==> src/rtl/ptc_pkg.sv <==
package ptc_pkg;

  typedef enum logic [1:0] {
    ACC_NONE  = 2'd0,
    ACC_READ  = 2'd1,
    ACC_WRITE = 2'd2,
    ACC_EXEC  = 2'd3
  } acc_kind_e;

  typedef enum logic [3:0] {
    FLT_NONE      = 4'd0,
    FLT_ITLB_MISS = 4'd1,
    FLT_DTLB_MISS = 4'd2,
    FLT_IPROT     = 4'd3,
    FLT_DRIGHTS   = 4'd4,
    FLT_PID       = 4'd5,
    FLT_DIRTY     = 4'd6,
    FLT_BREAK     = 4'd7,
    FLT_REF       = 4'd8
  } fault_e;

  localparam int PERM_R = 0;
  localparam int PERM_W = 1;
  localparam int PERM_X = 2;

endpackage

==> src/rtl/ptc_fault_chain.sv <==
module ptc_fault_chain
  import ptc_pkg::*;
(
  input  logic      hit_i,
  input  acc_kind_e kind_i,
  input  logic [2:0] base_mask_i,
  input  logic      wr_lock_i,
  input  logic      t_i,
  input  logic      d_i,
  input  logic      b_i,
  output logic [2:0] mask_o,
  output fault_e    fault_o
);

  logic need_ok;

  always_comb begin
    case (kind_i)
      ACC_READ:  need_ok = base_mask_i[PERM_R];
      ACC_WRITE: need_ok = base_mask_i[PERM_W] && !wr_lock_i;
      ACC_EXEC:  need_ok = base_mask_i[PERM_X];
      default:   need_ok = 1'b1;
    endcase
  end

  always_comb begin
    mask_o  = base_mask_i;
    fault_o = FLT_NONE;
    if (!hit_i) begin
      mask_o  = '0;
      fault_o = (kind_i == ACC_EXEC) ? FLT_ITLB_MISS : FLT_DTLB_MISS;
    end else begin
      if (wr_lock_i) mask_o[PERM_W] = 1'b0;
      if (wr_lock_i && kind_i == ACC_WRITE) begin
        fault_o = FLT_PID;
      end else if (kind_i == ACC_NONE) begin
        fault_o = FLT_NONE;
      end else if (!need_ok) begin
        fault_o = (kind_i == ACC_EXEC) ? FLT_IPROT : FLT_DRIGHTS;
      end else begin
        if (!d_i) begin
          if (kind_i == ACC_WRITE) fault_o = FLT_DIRTY;
          mask_o[PERM_W] = 1'b0;
        end
        if (b_i) begin
          if (kind_i == ACC_WRITE) fault_o = FLT_BREAK;
          mask_o[PERM_W] = 1'b0;
        end
        if (t_i) begin
          if (kind_i != ACC_EXEC) fault_o = FLT_REF;
          mask_o = mask_o & 3'b100;
        end
      end
    end
  end

  always_comb begin
    if (fault_o == FLT_PID)
      AST_PID_NO_WRITE: assert (!mask_o[PERM_W] && wr_lock_i) else $error("pid fault with write kept");
    if (hit_i && kind_i == ACC_NONE)
      AST_NONE_NO_FAULT: assert (fault_o == FLT_NONE) else $error("fault on kind none");
    if (fault_o == FLT_DIRTY || fault_o == FLT_BREAK)
      AST_WRITE_STRIPPED: assert (!mask_o[PERM_W] && kind_i == ACC_WRITE) else $error("flag fault keeps write");
    if (fault_o == FLT_REF)
      AST_REF_EXEC_ONLY: assert (mask_o[1:0] == 2'b00) else $error("reference fault keeps data rights");
    if (fault_o == FLT_IPROT)
      AST_IPROT_KIND: assert (kind_i == ACC_EXEC && hit_i) else $error("instruction protection on data");
  end

endmodule

==> config.mk <==
export PLATFORM = sky130hd
export DESIGN_NAME = ptc_fault_chain
export DESIGN_NICKNAME = d
export VERILOG_FILES = /design/src/rtl/ptc_pkg.sv /design/src/rtl/ptc_fault_chain.sv
export SDC_FILE = /design/constraint.sdc
export NUM_CORES = 1
export LEC_CHECK = 0
export BUFFER_PORTS_ARGS = -buffer_cell sky130_fd_sc_hd__buf_2
export CAP_MARGIN = 10
export CORE_AREA = 2 2 39 41
export DETAILED_ROUTE_END_ITERATION = 7
export DIE_AREA = 0 0 41 43
export GPL_TIMING_DRIVEN = 0
export PLACE_DENSITY = 0.38
export SYNTH_ARGS = -nofsm -noshare
export SYNTH_HDL_FRONTEND = slang
export SYNTH_SLANG_ARGS = --single-unit
==> constraint.sdc <==
create_clock -name vclk -period 1.4
set_input_delay 0.14 -clock vclk [all_inputs]
set_output_delay 0.14 -clock vclk [all_outputs]
set_load 0.02 [all_outputs]
After elaboration in Yosys (flattened, before gate mapping) --
Index checks and enable logic that the tools add are counted.
Cells by class: add/sub/neg operators 0, multipliers 0, divide/modulo/power cells 0, order comparisons 0, equality and inequality tests 4, shifts and indexed selects 0, mux-type cells 21, bitwise logic cells 0, reduce and logical (&&, ||, !) cells 4
Operators by type and width (number):
- 4-bit 2-to-1 mux | 8
- 3-bit 2-to-1 mux | 4
- 2-bit 2-to-1 mux | 5
- 2-bit == test, second input constant | 2
- 1-bit 2-to-1 mux | 3
- 1-bit case mux with 3 select lines | 1
- 2-bit by 1-bit == test with 1-bit output, second input constant | 1
- 1-bit logical AND | 2
- 2-bit logical NOT | 1
- 2-bit inequality test, second input constant | 1
- 1-bit logical NOT | 1
Storage, ports and cells: flip-flop bits (word level) 0, latch bits 0, RAM bits 0, bits in read-only memories 0, bits of input ports 10, output and inout bits 7, logic and storage cells 29, memories kept 0

Depth between registers and ports, before layout --
depth in word-level cells 11, mapped depth 5

Worst setup path before layout --
No wires, ideal clock.
kind input-to-output, from in kind_i[0], to out fault_o[1], arrival 1164 ps, setup slack 96 ps, stages 4, buffers on the path 1, path through buf_6 > nand2b_4 > or3_4 > a31oi_1
Between the ends: longest elaborated chain between the ends 11, elaborated cells on any way between the ends 19, classes of those cells eq/ne: 4; mux: 13; reduce/logical: 2
RTL lines:
- start, declared | line ptc_fault_chain.sv:5 | input acc_kind_e kind_i,
- 2-bit == test
- 3-bit 2-to-1 mux | line ptc_fault_chain.sv:42 | if (kind_i == ACC_WRITE) fault_o = FLT_DIRTY;
- 3-bit 2-to-1 mux | line ptc_fault_chain.sv:41 | if (!d_i) begin
- 4-bit 2-to-1 mux | line ptc_fault_chain.sv:46 | if (kind_i == ACC_WRITE) fault_o = FLT_BREAK;
- 4-bit 2-to-1 mux | line ptc_fault_chain.sv:45 | if (b_i) begin
- 4-bit 2-to-1 mux | line ptc_fault_chain.sv:50 | if (kind_i != ACC_EXEC) fault_o = FLT_REF;
- 4-bit 2-to-1 mux | line ptc_fault_chain.sv:49 | if (t_i) begin
- 4-bit 2-to-1 mux | line ptc_fault_chain.sv:38 | end else if (!need_ok) begin
- 4-bit 2-to-1 mux | line ptc_fault_chain.sv:36 | end else if (kind_i == ACC_NONE) begin
- 4-bit 2-to-1 mux | line ptc_fault_chain.sv:34 | if (wr_lock_i && kind_i == ACC_WRITE) begin
- 4-bit 2-to-1 mux * | line ptc_fault_chain.sv:29 | if (!hit_i) begin
- end, declared | line ptc_fault_chain.sv:12 | output fault_e fault_o
Mark *: on every way between the ends. The rest lies on a longest branch, timed or not.

Worst setup path after layout --
from in kind_i[1], to out fault_o[2]
Between the ends: longest elaborated chain between the ends 11, elaborated cells on any way between the ends 18, classes of those cells eq/ne: 4; mux: 12; reduce/logical: 2
RTL lines (line):
- 2-bit == test
- 3-bit 2-to-1 mux | ptc_fault_chain.sv:42
- 3-bit 2-to-1 mux | ptc_fault_chain.sv:41
- 4-bit 2-to-1 mux | ptc_fault_chain.sv:46
- 4-bit 2-to-1 mux | ptc_fault_chain.sv:45
- 4-bit 2-to-1 mux | ptc_fault_chain.sv:50
- 4-bit 2-to-1 mux | ptc_fault_chain.sv:49
- 4-bit 2-to-1 mux | ptc_fault_chain.sv:38
- 4-bit 2-to-1 mux | ptc_fault_chain.sv:36
- 4-bit 2-to-1 mux * | ptc_fault_chain.sv:34
- 4-bit 2-to-1 mux * | ptc_fault_chain.sv:29
Marked as above.

==> metrics <==
status=complete, no violations; Yosys cell types=24; Startpoint Class=input port; CTS Hold Bufs=0; register area=0 sq um; diode count=0; Peak VDD IR=0.0857 mV; Starting Density=0.165; Worst slew margin=0.742; RSZ-0062 raised after global routing=false; PostCTS Resize Cnt=0; commonest non-fill, non-tap cell in the layout=buf_2; wire length on met1=339 microns; Post-DP Area=324 sq um; core footprint=1380 sq um; slowest library cell on the worst path=or3_4; Post-Syn Instances=37; CP max stage delay=0.38 ns; share of layout cells above drive strength 1=0.404; num rows=14; switching fraction of total power=0.579; P_sw=0.0000642 W; Synth Area in XOR/XNOR=0; area of the multi-input gates=205 sq um; area leader, netlist=a21oi_1; Pwr Total=0.000111 W; fin area=328 sq um; CP arrival=1.18 ns; post-synthesis mux area share=0; dpl hpwl=554 microns; # IOs=17; Seq pwr share=0; vias in the first global route=243; first-pass GRT wire length=1040 microns; Synth top area share=0.153; final WL=663 microns; worst setup margin=0.0789 ns; Layout area overhead=43.2%; post-synthesis sequential area ratio=0; Worst Path Required=1.26 ns; simple-gate share of the synthesized area=0.399; syn nets=47; Cell Pwr Density=338 nW/um^2; Post-DRT Antenna Nets=0; clock share of power=0; Syn. warnings=0; WL per Instance=9.75 microns; wire length on met2=279 microns; CP Capture Type=output port; fin. max-slew vios=0; worst hold slack=0.629 ns; Pint=0.0000466 W; top cells by area, synth=a21oi_1 15%, nor2_1 6.6%, nand2b_4 6.0%; Setup CP Type=input port to output port; worst-path fanout max=9; Hold Fails Final Rpt=0; die area=1760 sq um; Critical Path, Cell by Cell=buf_2, nand2b_4, or3_4, a211oi_2, buf_2; hold path start=base_mask_i[2]; drt drc=0; vias=296; adder-cell share of the synthesized area=0; top layer used by detailed routing=met3; TritonRoute pass-1 iters=2; MaxCap Viol Count=0; Gate power share=1.000; post-synthesis compound-gate area fraction=0.481; die width=41 microns; Top delay family on crit path=simple AND/OR/NAND/NOR gates; die span in y=43 microns; WP buf/inv=2; Slew @ Worst Pin=0.387 ns; commonest cells after routing, fill and taps aside=16 x buf_2, 7 x a21oi_1, 4 x nor2_1; Placer Congestion=0.687; Global Route Usage Sum=0.0769; crit share post-route=0.944; Hold Path Depth=3; Final Net Count=64; vias per inst=4.35; Final setup viols=0; Setup TNS Final=0 ns; postcts setup bufs=0; fill cell count=165; Worst Hold Path EP=mask_o[2]; Leakage=0.166 nW; Mean Syn Cell Area=6.19 sq um; post-place setup slack=0.0349 ns; initial antenna violation count=0; largest family of logic cells by synthesized area=compound AO/OA/AOI/OAI gates; cell area after synthesis=229 sq um; Final min period=1.32 ns; Clock buffer cells=0; f_max=0.757 GHz; Min-Delay Path Class=input port to output port; initial drt markers=4; largest net degree at the start of global routing=11; grt total ovfl=0; WL met3=44 microns; layout sequential cell count=0; number of buffers added on ports=15; cell repeated most along the worst path=buf_2
logic make-up (layout without fill, tap and decap cells):
logic type | count (synthesis) | after routing
simple gates | 15 | 15
compound gates | 17 | 17
buf+inv | 5 | 20
power groups by stage:
stage | Clock (W) | Combinational [W] | Sequential [W]
2_1_floorplan | 0 | 0.0000737 | 0
3_3_place_gp | 0 | 0.000111 | 0
3_5_place_dp | 0 | 0.000110 | 0
4_1_cts | 0 | 0.000110 | 0
5_1_grt | 0 | 0.000121 | 0
6_report | 0 | 0.000111 | 0
metal layers:
layer	vias up	global-route usage
met5	-	0
met4	0	0
met3	0	0
met2	10	0.119
met1	120	0.123
li1	166	-
synth_stat cells (2+ instances only):
master / number
nor2_1: 4
a21oi_1: 7
nand2_1: 3
o21ai_0: 2
inv_1: 2
stage by stage:
stage | utilization | std cells
after global placement | 0.234 | 68
after global routing | 0.237 | 68
after CTS | 0.234 | 68
after floorplan | - | 37
after detailed placement | 0.234 | 68
final | 0.237 | 68
final cells by class:
class / instances / area share
well taps: 16 / 0.0611
plain buffers: 3 / 0.0611
multi-input cells: 32 / 0.626
inverters: 2 / 0.0229
repair buffers: 15 / 0.229
worst max path at each step:
stage               slack, ns          to  cells past startpoint      start
floorplan                 0.1  fault_o[1]                      4  kind_i[0]
global placement         0.03  fault_o[1]                      6  wr_lock_i
detailed placement       0.03  fault_o[1]                      6  wr_lock_i
CTS                      0.04  fault_o[1]                      6  wr_lock_i
global route             0.01  fault_o[2]                      5  kind_i[1]
finish                   0.08  fault_o[2]                      5  kind_i[1]
No activity file was read; power rests on OpenSTA's default activity.
